<file path="src/rtl/fcmd_pkg.sv">
package fcmd_pkg;

    localparam logic [2:0] SEL_DIV  = 3'd0;
    localparam logic [2:0] SEL_CMD  = 3'd1;
    localparam logic [2:0] SEL_ADDR = 3'd2;
    localparam logic [2:0] SEL_DATA = 3'd3;
    localparam logic [2:0] SEL_GO   = 3'd4;
    localparam logic [2:0] SEL_CLR  = 3'd5;
    localparam logic [2:0] SEL_CYC  = 3'd6;

    localparam logic [7:0] CMD_PGM_F = 8'h01;
    localparam logic [7:0] CMD_ERS_F = 8'h02;
    localparam logic [7:0] CMD_PGM_E = 8'h03;
    localparam logic [7:0] CMD_ERS_E = 8'h04;
    localparam logic [7:0] CMD_ALL   = 8'h05;
    localparam logic [7:0] CMD_BLK_F = 8'h06;
    localparam logic [7:0] CMD_BLK_E = 8'h07;

    typedef enum logic [1:0] {S_IDLE, S_EXEC, S_COMMIT} seq_state_e;
    typedef enum logic [1:0] {RD_OK, RD_CLASH, RD_DENY} rd_verdict_e;

    function automatic logic cmd_known(input logic [7:0] c);
        return (c >= CMD_PGM_F) && (c <= CMD_BLK_E);
    endfunction

    function automatic logic cmd_hits_flash(input logic [7:0] c);
        return (c == CMD_PGM_F) || (c == CMD_ERS_F) || (c == CMD_ALL) || (c == CMD_BLK_F);
    endfunction

    function automatic logic cmd_hits_eep(input logic [7:0] c);
        return (c == CMD_PGM_E) || (c == CMD_ERS_E) || (c == CMD_ALL) || (c == CMD_BLK_E);
    endfunction

    function automatic logic cmd_is_mass(input logic [7:0] c);
        return (c == CMD_ALL) || (c == CMD_BLK_F) || (c == CMD_BLK_E);
    endfunction

endpackage

</file>
<file path="src/rtl/fcmd_seq.sv">
module fcmd_seq
    import fcmd_pkg::*;
#(
    parameter int WIDTH     = 16,
    parameter int AW        = 4,
    parameter int CNT_W     = 8,
    parameter int DEF_CYC   = 4,
    parameter int PROT_BASE = 12
) (
    input  logic             clk,
    input  logic             rst_n,
    input  logic             wr_en,
    input  logic [2:0]       wr_sel,
    input  logic [WIDTH-1:0] wr_data,
    output logic             busy,
    output logic             commit,
    output logic [7:0]       cmd,
    output logic [AW-1:0]    addr,
    output logic [WIDTH-1:0] data,
    output logic             accerr,
    output logic             fpviol,
    output logic             wr_err
);

    seq_state_e       state_q, state_d;
    logic [CNT_W-1:0] cnt_q, cyc_q;
    logic [7:0]       cmd_q;
    logic [AW-1:0]    addr_q;
    logic [WIDTH-1:0] data_q;
    logic             div_ok_q, accerr_q, fpviol_q, wr_err_q;
    logic             idle, go, flags_up, prot_hit, start;

    assign idle     = (state_q == S_IDLE);
    assign go       = wr_en && (wr_sel == SEL_GO);
    assign flags_up = accerr_q || fpviol_q;
    assign prot_hit = ((cmd_q == CMD_PGM_F) || (cmd_q == CMD_ERS_F)) &&
                      ({1'b0, addr_q} >= (AW+1)'(PROT_BASE));
    assign start    = go && idle && !flags_up && div_ok_q && cmd_known(cmd_q) && !prot_hit;

    always_comb begin
        state_d = state_q;
        unique case (state_q)
            S_IDLE:   if (start) state_d = S_EXEC;
            S_EXEC:   if (cnt_q <= CNT_W'(1)) state_d = S_COMMIT;
            S_COMMIT: state_d = S_IDLE;
            default:  state_d = S_IDLE;
        endcase
    end

    always_ff @(posedge clk or negedge rst_n) begin
        if (!rst_n) begin
            state_q <= S_IDLE;
            cnt_q   <= '0;
        end else begin
            state_q <= state_d;
            if (start)
                cnt_q <= (cyc_q == '0) ? CNT_W'(1) : cyc_q;
            else if (state_q == S_EXEC)
                cnt_q <= cnt_q - CNT_W'(1);
        end
    end

    always_ff @(posedge clk or negedge rst_n) begin
        if (!rst_n) begin
            cyc_q    <= CNT_W'(DEF_CYC);
            cmd_q    <= '0;
            addr_q   <= '0;
            data_q   <= '0;
            div_ok_q <= 1'b0;
            accerr_q <= 1'b0;
            fpviol_q <= 1'b0;
            wr_err_q <= 1'b0;
        end else begin
            wr_err_q <= wr_en && !idle &&
                        ((wr_sel == SEL_CMD) || (wr_sel == SEL_ADDR) ||
                         (wr_sel == SEL_DATA) || (wr_sel == SEL_GO));
            if (wr_en) begin
                unique case (wr_sel)
                    SEL_DIV: div_ok_q <= 1'b1;
                    SEL_CYC: cyc_q <= wr_data[CNT_W-1:0];
                    SEL_CLR: begin
                        if (wr_data[0]) accerr_q <= 1'b0;
                        if (wr_data[1]) fpviol_q <= 1'b0;
                    end
                    SEL_CMD: if (idle) begin
                        cmd_q <= wr_data[7:0];
                        if (!cmd_known(wr_data[7:0])) accerr_q <= 1'b1;
                    end
                    SEL_ADDR: if (idle) addr_q <= wr_data[AW-1:0];
                    SEL_DATA: if (idle) data_q <= wr_data;
                    SEL_GO: if (idle && !flags_up) begin
                        if (!div_ok_q || !cmd_known(cmd_q)) accerr_q <= 1'b1;
                        else if (prot_hit)                  fpviol_q <= 1'b1;
                    end
                    default: ;
                endcase
            end
        end
    end

    assign busy   = !idle;
    assign commit = (state_q == S_COMMIT);
    assign cmd    = cmd_q;
    assign addr   = addr_q;
    assign data   = data_q;
    assign accerr = accerr_q;
    assign fpviol = fpviol_q;
    assign wr_err = wr_err_q;

endmodule

</file>
<file path="src/rtl/fcmd_store.sv">
module fcmd_store
    import fcmd_pkg::*;
#(
    parameter int WIDTH = 16,
    parameter int DEPTH = 16,
    parameter int SECT  = 4
) (
    input  logic                     clk,
    input  logic                     rst_n,
    input  logic                     commit,
    input  logic [7:0]               cmd,
    input  logic [$clog2(DEPTH)-1:0] addr,
    input  logic [WIDTH-1:0]         data,
    input  logic                     rd_arr,
    input  logic [$clog2(DEPTH)-1:0] rd_addr,
    output logic [WIDTH-1:0]         rd_word
);

    localparam int AW = $clog2(DEPTH);
    localparam int SB = $clog2(SECT);

    logic [WIDTH-1:0] words [2*DEPTH];

    for (genvar a = 0; a < 2; a++) begin : g_arr
        localparam logic [7:0] PCODE = (a == 0) ? CMD_PGM_F : CMD_PGM_E;
        localparam logic [7:0] SCODE = (a == 0) ? CMD_ERS_F : CMD_ERS_E;
        localparam logic [7:0] BCODE = (a == 0) ? CMD_BLK_F : CMD_BLK_E;
        for (genvar i = 0; i < DEPTH; i++) begin : g_word
            localparam logic [AW-1:0] IDX = AW'(i);
            logic [WIDTH-1:0] word_q;
            logic             pgm, ers;
            assign pgm = (cmd == PCODE) && (addr == IDX);
            assign ers = ((cmd == SCODE) && ((addr >> SB) == (IDX >> SB))) ||
                         (cmd == BCODE) || (cmd == CMD_ALL);
            always_ff @(posedge clk or negedge rst_n) begin
                if (!rst_n)
                    word_q <= '1;
                else if (commit && ers)
                    word_q <= '1;
                else if (commit && pgm)
                    word_q <= data;
            end
            assign words[a*DEPTH+i] = word_q;
        end
    end

    assign rd_word = words[{rd_arr, rd_addr}];

endmodule

</file>
<file path="src/rtl/fcmd_rdarb.sv">
module fcmd_rdarb
    import fcmd_pkg::*;
#(
    parameter int WIDTH = 16
) (
    input  logic             clk,
    input  logic             rst_n,
    input  logic             rd_en,
    input  logic             rd_arr,
    input  logic             rd_margin,
    input  logic             busy,
    input  logic [7:0]       cmd,
    input  logic [WIDTH-1:0] mem_word,
    input  logic             wr_en,
    input  logic [2:0]       wr_sel,
    input  logic [WIDTH-1:0] wr_data,
    output logic [WIDTH-1:0] rd_data,
    output logic             rd_valid,
    output logic             rd_invalid,
    output logic             rd_err,
    output logic             sfd,
    output logic             dfd
);

    rd_verdict_e verdict;
    logic        same_arr, clr_s, clr_d;

    assign same_arr = rd_arr ? cmd_hits_eep(cmd) : cmd_hits_flash(cmd);
    assign clr_s    = wr_en && (wr_sel == SEL_CLR) && wr_data[2];
    assign clr_d    = wr_en && (wr_sel == SEL_CLR) && wr_data[3];

    always_comb begin
        if (!busy)                verdict = RD_OK;
        else if (same_arr)        verdict = RD_CLASH;
        else if (cmd_is_mass(cmd)) verdict = RD_DENY;
        else if (rd_arr)          verdict = RD_DENY;
        else if (rd_margin)       verdict = RD_DENY;
        else                      verdict = RD_OK;
    end

    always_ff @(posedge clk or negedge rst_n) begin
        if (!rst_n) begin
            rd_data    <= '0;
            rd_valid   <= 1'b0;
            rd_invalid <= 1'b0;
            rd_err     <= 1'b0;
            sfd        <= 1'b0;
            dfd        <= 1'b0;
        end else begin
            rd_valid   <= rd_en && (verdict != RD_DENY);
            rd_invalid <= rd_en && (verdict == RD_CLASH);
            rd_err     <= rd_en && (verdict == RD_DENY);
            rd_data    <= (rd_en && (verdict == RD_OK)) ? mem_word : '0;
            if (rd_en && (verdict == RD_CLASH)) begin
                sfd <= 1'b1;
                dfd <= 1'b1;
            end else begin
                if (clr_s) sfd <= 1'b0;
                if (clr_d) dfd <= 1'b0;
            end
        end
    end

endmodule

</file>
<file path="src/rtl/fcmd_ctrl.sv">
module fcmd_ctrl
    import fcmd_pkg::*;
#(
    parameter int WIDTH     = 16,
    parameter int DEPTH     = 16,
    parameter int SECT      = 4,
    parameter int CNT_W     = 8,
    parameter int DEF_CYC   = 4,
    parameter int PROT_BASE = 12,
    localparam int AW       = $clog2(DEPTH)
) (
    input  logic             clk,
    input  logic             rst_n,
    input  logic             wr_en,
    input  logic [2:0]       wr_sel,
    input  logic [WIDTH-1:0] wr_data,
    input  logic             rd_en,
    input  logic             rd_arr,
    input  logic [AW-1:0]    rd_addr,
    input  logic             rd_margin,
    output logic [WIDTH-1:0] rd_data,
    output logic             rd_valid,
    output logic             rd_invalid,
    output logic             bus_err,
    output logic             ccif,
    output logic             irq,
    output logic             accerr,
    output logic             fpviol,
    output logic             sfd,
    output logic             dfd
);

    logic             busy, commit, wr_err, rd_err;
    logic [7:0]       cmd;
    logic [AW-1:0]    addr;
    logic [WIDTH-1:0] data, mem_word;

    fcmd_seq #(
        .WIDTH(WIDTH), .AW(AW), .CNT_W(CNT_W), .DEF_CYC(DEF_CYC), .PROT_BASE(PROT_BASE)
    ) u_seq (
        .clk(clk), .rst_n(rst_n), .wr_en(wr_en), .wr_sel(wr_sel), .wr_data(wr_data),
        .busy(busy), .commit(commit), .cmd(cmd), .addr(addr), .data(data),
        .accerr(accerr), .fpviol(fpviol), .wr_err(wr_err)
    );

    fcmd_store #(.WIDTH(WIDTH), .DEPTH(DEPTH), .SECT(SECT)) u_store (
        .clk(clk), .rst_n(rst_n), .commit(commit), .cmd(cmd), .addr(addr), .data(data),
        .rd_arr(rd_arr), .rd_addr(rd_addr), .rd_word(mem_word)
    );

    fcmd_rdarb #(.WIDTH(WIDTH)) u_rdarb (
        .clk(clk), .rst_n(rst_n), .rd_en(rd_en), .rd_arr(rd_arr), .rd_margin(rd_margin),
        .busy(busy), .cmd(cmd), .mem_word(mem_word),
        .wr_en(wr_en), .wr_sel(wr_sel), .wr_data(wr_data),
        .rd_data(rd_data), .rd_valid(rd_valid), .rd_invalid(rd_invalid),
        .rd_err(rd_err), .sfd(sfd), .dfd(dfd)
    );

    assign bus_err = wr_err || rd_err;
    assign ccif    = !busy;
    assign irq     = commit;

endmodule

</file>
<file path="config.mk">
export PLATFORM = sky130hd
export DESIGN_NAME = fcmd_ctrl
export DESIGN_NICKNAME = d
export VERILOG_FILES = /design/src/rtl/fcmd_pkg.sv /design/src/rtl/fcmd_seq.sv /design/src/rtl/fcmd_store.sv /design/src/rtl/fcmd_rdarb.sv /design/src/rtl/fcmd_ctrl.sv
export SDC_FILE = /design/constraint.sdc
export NUM_CORES = 1
export LEC_CHECK = 0
export ABC_AREA = 1
export BUFFER_PORTS_ARGS = -buffer_cell sky130_fd_sc_hd__buf_4
export CAP_MARGIN = 5
export CORE_MARGIN = 10
export CORE_UTILIZATION = 45
export CTS_CLUSTER_SIZE = 12
export DETAILED_ROUTE_END_ITERATION = 7
export PLACE_DENSITY_LB_ADDON = 0.08
export SETUP_SLACK_MARGIN = 0.3
export SYNTH_ARGS = -nofsm -noshare
export SYNTH_HDL_FRONTEND = slang
export SYNTH_SLANG_ARGS = --single-unit
</file>
<file path="constraint.sdc">
create_clock -name clk -period 5 [get_ports clk]
set_input_delay 0.75 -clock clk [delete_from_list [all_inputs] [get_ports clk]]
set_output_delay 0.75 -clock clk [all_outputs]
set_load 0.05 [all_outputs]
</file>
# Yosys cells after proc, flatten, opt, wreduce, memory -nomap -nowiden
# Cells that the tools add are included.
# classes
bitwise_logic	1
eq_ne	46
magnitude_cmp	7
n_reduce_logical	185
add_sub_neg	1
n_mux	95
# ops
cell	n
16-bit 2-to-1 mux	67
1-bit logical AND	99
16-bit binary-select mux with 5-bit select	1
2-bit nonzero test	36
4-bit equality test, second input constant	8
8-bit by 3-bit equality test with 1-bit output, second input constant	4
1-bit logical OR	30
8-bit 2-to-1 mux	3
4-bit by 3-bit equality test with 1-bit output, second input constant	4
8-bit by 2-bit equality test with 1-bit output, second input constant	2
8-bit by 1-bit greater-or-equal comparator with 1-bit output, second input constant	2
8-bit by 3-bit less-or-equal comparator with 1-bit output, second input constant	2
2-bit inequality test, second input constant	8
1-bit 2-to-1 mux	14
2-bit 2-to-1 mux	7
3-bit equality test, second input constant	3
3-bit AND reduction	3
2-bit equality test, second input constant	4
4-bit by 2-bit equality test with 1-bit output, second input constant	2
8-bit by 1-bit equality test with 1-bit output, second input constant	1
8-bit by 1-bit less-or-equal comparator with 1-bit output, second input constant	1
4-bit zero test	2
8-bit zero test	1
8-bit by 1-bit subtractor with 8-bit output, second input constant	1
18 further kinds	30
# word_totals
ff_bits	583
in_bits	29
word_cells	383
out_inout_bits	25

# Depth between registers and ports, before layout
# Gate-level depths: netlist of run 1.
# depth
word_depth	10
depth_mapped	14
mapped_depth_nobuf	12

# Hierarchy
# From an unflattened synthesis of run 1, not the netlist that was laid out.
# hier_totals
hier_cells	4103
area_unflattened_um2	30583.1
# by_module_without_submodules
mod	area_each_um2	cells_per_inst	instances
fcmd_store	27248.6	3706	1
fcmd_seq	2418.6	298	1
fcmd_rdarb	900.9	95	1
fcmd_ctrl	15.0	4	1

# Worst setup path after synthesis of run 1
# Ideal clock, no wire load.
# synth_path
path_type	reg-to-reg
startpoint	register u_seq.state_q[0]
endpoint	register u_seq.data_q[10] (netlist: u_seq.data[10])
required_ns	4.868
arrival_time_ns	1.881
path_slack_ns	2.987
period_less_slack_ns	2.013
path_buffers	1
stages_incl_launch_ff	8
setup_time_ns	0.132
path_cell_list	dfrtp_1 > nor2_2 > inv_1 > nor3_1 > nand3_1 > clkbuf_1 > nor2_1 > a21oi_1
# synth_between
elab_chain_len	2
# synth_rtl
element	line_no	rtl
from (decl)	fcmd_seq.sv:25	seq_state_e state_q, state_d;
from (signal assigned)	fcmd_seq.sv:55	state_q <= state_d;
2-bit zero test	fcmd_seq.sv:33	assign idle = (state_q == S_IDLE);
named net ccif	fcmd_ctrl.sv:25	output logic ccif,
3-bit AND reduction (no source line)	-	
to (signal assigned)	fcmd_seq.sv:90	SEL_DATA: if (idle) data_q <= wr_data;
to (decl)	fcmd_seq.sv:29	logic [WIDTH-1:0] data_q;
# The timed path passes the listed nets, and every way through them passes these cells.
# A chain may end at the register's enable or synchronous reset.

# Worst setup path in the final report of run 1
# layout_path
startpoint	register u_seq.cmd_q[0] (netlist: u_seq.cmd[0])
endpoint	register u_store.g_arr[0].g_word[2].word_q[7]
# layout_between
elab_chain_len	6
# layout_rtl
element	line_no	rtl
from (decl)	fcmd_seq.sv:27	logic [7:0] cmd_q;
from (signal assigned)	fcmd_seq.sv:86	cmd_q <= wr_data[7:0];
8-bit by 2-bit equality test with 1-bit output	fcmd_store.sv:33	assign ers = ((cmd == SCODE) && ((addr >> SB) == (IDX >> SB))) ||
1-bit logical AND	fcmd_store.sv:33	
1-bit logical OR	fcmd_store.sv:33	
1-bit logical OR	fcmd_store.sv:34	(cmd == BCODE) || (cmd == CMD_ALL);
1-bit logical AND	fcmd_store.sv:38	else if (commit && ers)
16-bit 2-to-1 mux or 2-bit nonzero test (tied branches)	-	
to (signal assigned)	fcmd_store.sv:41	word_q <= data;
to (decl)	fcmd_store.sv:30	logic [WIDTH-1:0] word_q;
# Parallel ways exist; a longest one is shown, timed or not.

==> results of run 1 <==
[through the flow]
stage / area, sq um / setup slack [ns] / util, % / hold WS [ns] / total power, mW
6_report: 32000 / 2.06 / 49.8 / 0.114 / 10.4
5_1_grt: 32000 / 1.85 / 49.8 / 0.140 / 10.7
4_1_cts: 32000 / 2.07 / 49.8 / 0.121 / 10.5
3_5_place_dp: 29800 / 1.79 / 46.4 / 0.452 / 5.51
3_3_place_gp: 29800 / 1.81 / 46.4 / 0.449 / 5.51
2_1_floorplan: 29100 / 2.99 / - / 0.421 / 5.18
[worst max-delay path, delay by kind of cell (launching register included)]
family,cells,cell delay [ns]
AND/OR/NAND/NOR,9,1.80
buffers and inverters,3,0.63
flip-flops,1,0.41
[power groups by stage]
stage                     Clock, mW  Combinational [mW]  Sequential, mW
after floorplan                   0               0.295            4.88
after global placement            0               0.649            4.86
after detailed placement          0               0.649            4.86
after CTS                      5.02               0.650            4.79
after global routing           5.23               0.704            4.79
final                          4.93               0.644            4.79
[state kept, by name, indices dropped and copies added (netlist names), 2 cells and up]
name	cells
u_seq.data	16
u_rdarb.rd_data	16
u_seq.cnt_q	8
u_store.g_arr.g_word.word_q	512
u_seq.addr	4
u_seq.cyc_q	8
u_seq.cmd	8
u_seq.state_q	2
[area by class of cell]
type | count | area, sq um
Fill cell | 6587 | 32200
Sequential cell | 583 | 15200
Multi-Input combinational cell | 3006 | 12400
Clock buffer | 111 | 2080
Tap cell | 855 | 1070
Timing Repair Buffer | 79 | 699
Inverter | 119 | 463
Clock inverter | 11 | 103
[layer usage]
layer / vias up / track usage [%]
li1: 12100 / -
met1: 12100 / 36.5
met2: 775 / 39.4
met3: 157 / 4.13
met4: 0 / 8.37
met5: - / 0
[cell usage after synthesis (all sizes together)]
cell     number
inv         107
nand3       452
o2111ai       1
nor2        772
nor3          7
clkbuf       66
dfstp       513
xor2          4
clkinv       12
or2           2
ha            2
dfrtp        70
a31oi         1
a21oi        30
o21a          1
o211ai        4
buf         132
nand2      1628
nand4         6
nor4          1
o21ai        95
[cells by family after synthesis]
group	after synthesis	share of synthesized area, %
compound gates	132	2.33
flops	583	52.3
buf+inv	317	5.28
simple gates	2868	39.9
xor+xnor	4	0.120
fa+ha+maj	2	0.0859
[worst min path at each step]
stage,start,end,slack [ns],cells past startpoint
6_report,rst_n,u_seq.cnt_q[7],0.11,1
5_1_grt,rst_n,u_seq.cnt_q[7],0.14,1
4_1_cts,rst_n,u_seq.data[10],0.12,1
3_5_place_dp,u_store.g_arr[0].g_word[0].word_q[1],u_store.g_arr[0].g_word[0].word_q[1],0.45,2
3_3_place_gp,u_seq.div_ok_q,u_seq.div_ok_q,0.45,2
2_1_floorplan,u_seq.div_ok_q,u_seq.div_ok_q,0.42,2
==> impl_metrics.csv, run 1 <==
group,metric,value,unit
detailed_routing,drt_wl_total,96300,um
clock_network,cts_resized,0,
yosys,yosys.area.top_type,"dfstp_2",
clock_network,cts_max_path_buffers,3,
final_layout,final_cell_mix,"nand2_1, nor2_1, dfstp_2",
sta,finalMaxSlewViolations,0,
power,swShare,24.7,%
critical_path,crit_end,"u_store.g_arr[0].g_word[2].word_q[7]",
yosys,synth.area.top_cells,"dfstp_2, nand2_1, nor2_1",
critical_path,startpoint_type,"flip-flop",
floorplanning,dieArea,75300,sq um
detailed_routing,vias,25100,
final_layout,finish.net_count,3889,
detailed_routing,wl_per_cell,20.2,um
clock_network,clockRootBuffer,"clkbuf_16",
detailed_routing,topRoutingLayerUsed,"met4",
critical_path,crit_chain,"inv_2, nand2_1, nor2_1, nand2_2, inv_2, nand2_1, nand2_1, nand2_1, nand2_4, inv_2, nand2_1, nand2_1",
grt,grt.total_usage,25.7,%
final_layout,area_delta_synth_final,9.86,%
critical_path,cp_max_fo,20,
yosys,seq_area_frac_synth,52.3,%
yosys,netlist_area,29100,sq um
yosys,syn-mean-instance-area,7.46,sq um
sta,fmax,0.341,GHz
power,ir_worst_vdd,0.210,mV
sta,rsz0062_at_grt,"false",
detailed_routing,post_drt_via_cell_ratio,5.26,
flow_run,maxCapViolCount,0,
critical_path,crit_path_end_kind,"flip-flop",
sta,fin_crit,2.94,ns
power,share_seq_of_total_power,46.2,%
yosys,synthDistinctLibCells,33,
critical_path,timing.rr.start,"u_seq.cmd[0]",
floorplanning,core_area,64200,sq um
detailed_routing,wl_met3,6570,um
clock_network,cts_setup_buffers,0,
detailed_routing,wl_met1,43800,um
final_layout,drive_gt1_share,19.7,%
critical_path,rrSetupSlack,2.06,ns
power,clockPowerShare,47.6,%
grt,grt-ovfl-total,0,
place,io_buffers,53,
sta,finClkSkew,0.0224,ns
critical_path,cp-startpoint,"u_seq.cmd[0]",
detailed_routing,drc_errors,0,
detailed_routing,wl_met2,42900,um
place,place.gp.congestion,0.842,
clock_network,cts_buffers,69,
yosys,ys_warn_count,0,
power,switching_power,2.56,mW
yosys,synth_top_area_share,46.3,%
clock_network,path_clk_slew,0.06,ns
final_layout,fin_cells,4764,
sta,slew_headroom,22.3,%
critical_path,critPathKind,"reg -> reg",
yosys,postSynthCellCount,3906,
grt,antenna_found_initial,0,
detailed_routing,drtIter0Drc,2396,
clock_network,insertion_delay,0.62,ns
sta,fin_crit_sh,58.7,%
clock_network,htree_levels,3,
power,share_comb_of_total_power,6.2,%
critical_path,timing.rr.end,"u_store.g_arr[0].g_word[2].word_q[7]",
floorplanning,die_x,274,um
sta,setup_viol,0,
clock_network,cts_tree,"yes",
final_layout,antennaDiodeCount,0,
clock_network,cts.sinks,583,
final_layout,mostFrequentLayoutCell,"nand2_1",
min_path,min_path_type,"in -> async",
detailed_routing,firstDrtPassIters,6,
floorplanning,rows,93,
grt,grt_pass1_vias,24100,
power,p_int,7.81,mW
yosys,synth_fp_nets,3937,
grt,grt_max_degree,156,
floorplanning,start_util,45.4,%
run_status,status,"completed",
sta,fin_setup_tns,0,ns
critical_path,crit_path_frequent_cell,"nand2_1",
critical_path,critPathArrivalTime,3.49,ns
grt,grt_pass1_wl,149000,um
floorplanning,die_h,274,um
critical_path,r2r_cells,12,
power,cellLeakagePower,14.2,nW
floorplanning,num_io_pins,54,
clock_network,cts_hold_buf,0,
sta,tightest_slew,1.17,ns
critical_path,crit_slowest_cell,"nand2_1",
place,dp_cells,4642,
place,post-dp-hpwl,56600,um
yosys,synth_seq_cells,583,
detailed_routing,ant_nets,0,
critical_path,cpPeakStageDelay,0.84,ns
sta,finalHoldViolations,0,
power,powerDensity,324,nW/um^2
critical_path,required,5.55,ns
Note: power is estimated with default switching activity, not from simulation.
==> run 2: changes to the inputs <==
--- a/config.mk
+++ b/config.mk
@@ -5,7 +5,7 @@
 export SDC_FILE = /design/constraint.sdc
 export NUM_CORES = 1
 export LEC_CHECK = 0
-export ABC_AREA = 1
+export ABC_AREA = 0
 export BUFFER_PORTS_ARGS = -buffer_cell sky130_fd_sc_hd__buf_4
 export CAP_MARGIN = 5
 export CORE_MARGIN = 10
==> constraint.sdc (replaced) <==
create_clock -name clk -period 2.4 [get_ports clk]
set_input_delay 0.36 -clock clk [delete_from_list [all_inputs] [get_ports clk]]
set_output_delay 0.36 -clock clk [all_outputs]
set_load 0.05 [all_outputs]
==> run 2 against run 1 <==
Worst setup slack worse by 2.0 ns; critical path depth down 3; utilization up 12 points; cell count down 17%; sequential power up 110%; global-route usage down 0.52 points; clock-buffer cell count down 2; routed wire length up 6.2%; critical endpoint is now u_store.g_arr[0].g_word[13].word_q[13].
==> impl_metrics.csv, run 2 <==
group,metric,value,unit
grt,grt_pass1_wl,145000,um
sta,finalHoldViolations,0,
detailed_routing,drt_wl_total,102000,um
sta,fin_crit_sh,95.7,%
critical_path,timing.rr.start,"u_seq.state_q[0]",
yosys,ys.flop_type,"dfstp_2",
grt,grt-ovfl-total,0,
sta,finClkSkew,0.0273,ns
floorplanning,die_x,273,um
min_path,hp-start,"wr_data[4]",
detailed_routing,ant_nets,0,
yosys,synth_common_cells,"nand2_1, nand3_1, dfstp_2",
min_path,min_path_type,"in -> reg",
critical_path,cp-startpoint,"u_seq.state_q[0]",
final_layout,fin_area,39200,sq um
critical_path,cp_max_fo,8,
yosys,yosysMostFrequentCell,"nand2_1",
detailed_routing,vias,23500,
clock_network,cts_tree,"yes",
sta,fin_crit,2.30,ns
detailed_routing,wl_per_cell,25.9,um
clock_network,path_clk_slew,0.06,ns
critical_path,worst-path-buf-inv,4,
power,powerDensity,546,nW/um^2
critical_path,crit_path_end_kind,"flip-flop",
clock_network,cts_buffers,69,
floorplanning,rows,92,
detailed_routing,firstDrtPassIters,5,
yosys,netlist_area,28800,sq um
sta,tightest_slew,1.13,ns
power,ir_worst_vdd,0.481,mV
final_layout,area_delta_synth_final,36.0,%
sta,slew_headroom,25.0,%
yosys,synth_seq_cells,583,
yosys,ys_warn_count,0,
yosys,postSynthCellCount,2920,
yosys,synth_fp_nets,2951,
final_layout,finish.utilization,62.0,%
floorplanning,num_io_pins,54,
critical_path,critical_path.top_delay_family,"simple AND/OR/NAND/NOR gates",
critical_path,crit_slowest_cell,"or4bb_4",
critical_path,cpPeakStageDelay,0.54,ns
sta,finalMaxSlewViolations,0,
grt,grt_max_degree,73,
critical_path,required,2.93,ns
place,post-dp-hpwl,57300,um
clock_network,htree_levels,3,
yosys,synth_top_area_share,46.8,%
critical_path,startpoint_type,"flip-flop",
floorplanning,core_area,63200,sq um
final_layout,largest-register,"u_store.g_arr.g_word.word_q",
power,p_total,21.4,mW
yosys,syn-mean-instance-area,9.87,sq um
place,io_buffers,53,
yosys,async_flop_share,100,%
clock_network,clockRootBuffer,"clkbuf_16",
critical_path,critPathArrivalTime,2.83,ns
final_layout,largest_reg_flops,512,
run_status,status,"completed",
final_layout,final_cell_mix,"nand2_1, dfstp_2, nand3_1",
sta,fmax,0.435,GHz
yosys,synth.area.top_cells,"dfstp_2, nand2_1, mux4_2",
grt,grt_pass1_vias,23000,
power,cellLeakagePower,19.7,nW
detailed_routing,post_drt_via_cell_ratio,5.96,
clock_network,insertion_delay,0.62,ns
yosys,yosys.area.top_type,"dfstp_2",
yosys,synth_edf_count,0,
critical_path,critPathKind,"reg -> reg",
final_layout,drive_gt1_share,60.6,%
final_layout,mostFrequentLayoutCell,"nand2_1",
floorplanning,dieArea,74500,sq um
grt,grt.total_usage,25.2,%
critical_path,crit_chain,"buf_6, or4bb_4, nor4_4, buf_4, buf_12, and2_4, clkbuf_16, nand2_1, nand3_1",
clock_network,cts.sinks,583,
grt,antenna_found_initial,2,
yosys,synthDistinctLibCells,61,
sta,rsz0062_at_grt,"true",
detailed_routing,drtIter0Drc,2384,
flow_run,maxCapViolCount,0,
floorplanning,start_util,45.6,%
final_layout,antennaDiodeCount,0,
place,placed_cell_area,31300,sq um
place,place.gp.congestion,0.836,
clock_network,cts_max_path_buffers,3,
final_layout,finish.net_count,3080,
detailed_routing,drc_errors,0,
sta,setup_viol,0,
yosys,seq_area_frac_synth,52.9,%
floorplanning,die_h,273,um
run 2: cell types whose count changed after synthesis, sizes merged, moves of 16 or more:
cell	before	now
nor2	772	54
nand3	452	517
mux2i	0	33
buf	132	158
o22ai	0	16
mux2	0	68
o21ai	95	12
nand2	1628	1075
clkbuf	66	111
mux4	0	128
inv	107	8
and2	0	34
run 2: metrics by stage:
| step | cells | TNS [ns] | hold WS (ns) | worst slack (ns) |
|---|---|---|---|---|
| floorplan | 2920 | 0 | 0.0644 | 0.313 |
| global placement | 3752 | -0.00698 | 0.369 | -0.00698 |
| detailed placement | 3752 | -0.0163 | 0.374 | -0.0163 |
| CTS | 3901 | 0 | 0.000705 | 0.182 |
| global route | 3952 | 0 | 0.0261 | 0.0655 |
| finish | 3952 | 0 | 0.0235 | 0.104 |
run 2: worst paths after layout:
check                                                         end  slack [ns]  cells past startpoint
max                        u_store.g_arr[0].g_word[13].word_q[13]        0.10                      9
min                                                  u_seq.cmd[4]        0.02                      2
max reg2reg                u_store.g_arr[0].g_word[13].word_q[13]        0.10                      9
min reg2reg                 u_store.g_arr[1].g_word[6].word_q[12]        0.48                      2
max in group asynchronous   u_store.g_arr[1].g_word[14].word_q[0]        1.20                      4
min in group asynchronous                     u_rdarb.rd_data[12]        0.34                      2
run 2: power breakdown:
group	switching, mW	leakage (nW)	internal, mW	total, mW
Combinational	0.537	12.4	0.337	0.874
Sequential	0.0370	6.21	9.92	9.96
Clock	4.30	1.12	6.25	10.6
Total	4.88	19.7	16.5	21.4
run 2: final cells by class:
| cell class | count | area, sq um |
|---|---|---|
| multi-input cells | 2060 | 16000 |
| well taps | 846 | 1060 |
| flip-flops and latches | 583 | 15200 |
| inverters | 8 | 33.8 |
| clock inverters | 19 | 178 |
| repair buffers | 327 | 4600 |
| clock buffers | 109 | 2100 |
| fillers | 4902 | 24000 |
run 2: cells by family after synthesis:
kind of cell / count (synthesis) / share of synthesized area (%)
simple gates: 1736 / 26.0
flops: 583 / 52.9
buf+inv: 277 / 5.23
mux: 229 / 13.8
compound gates: 88 / 1.86
xor+xnor: 5 / 0.152
fa+ha+maj: 2 / 0.0869
run 2: timing repair:
item                       in CTS  in global routing
cloned                          6                 37
hold endpoints to repair        9                  0
gates resized for setup        76               1064
buffers inserted                6                 14
hold buffers                    9                  0
setup endpoints to repair     530                540
pin swaps                      15                419
run 2: worst register-to-register path, stage by stage, from the launching register on:
cell	delay [ns]
dfrtp_1	0.39
buf_6	0.14
or4bb_4	0.54
nor4_4	0.24
buf_4	0.17
buf_12	0.15
and2_4	0.22
clkbuf_16	0.19
nand2_1	0.07
nand3_1	0.11
run 2: routing by layer:
layer  global-route usage (%)  routed length (um)  vias up
met1                     34.3               42900    12300
li1                         -                   -    10100
met4                     9.38                3320        0
met5                        0                   0        -
met2                     39.9               48900      889
met3                     4.17                7150      181
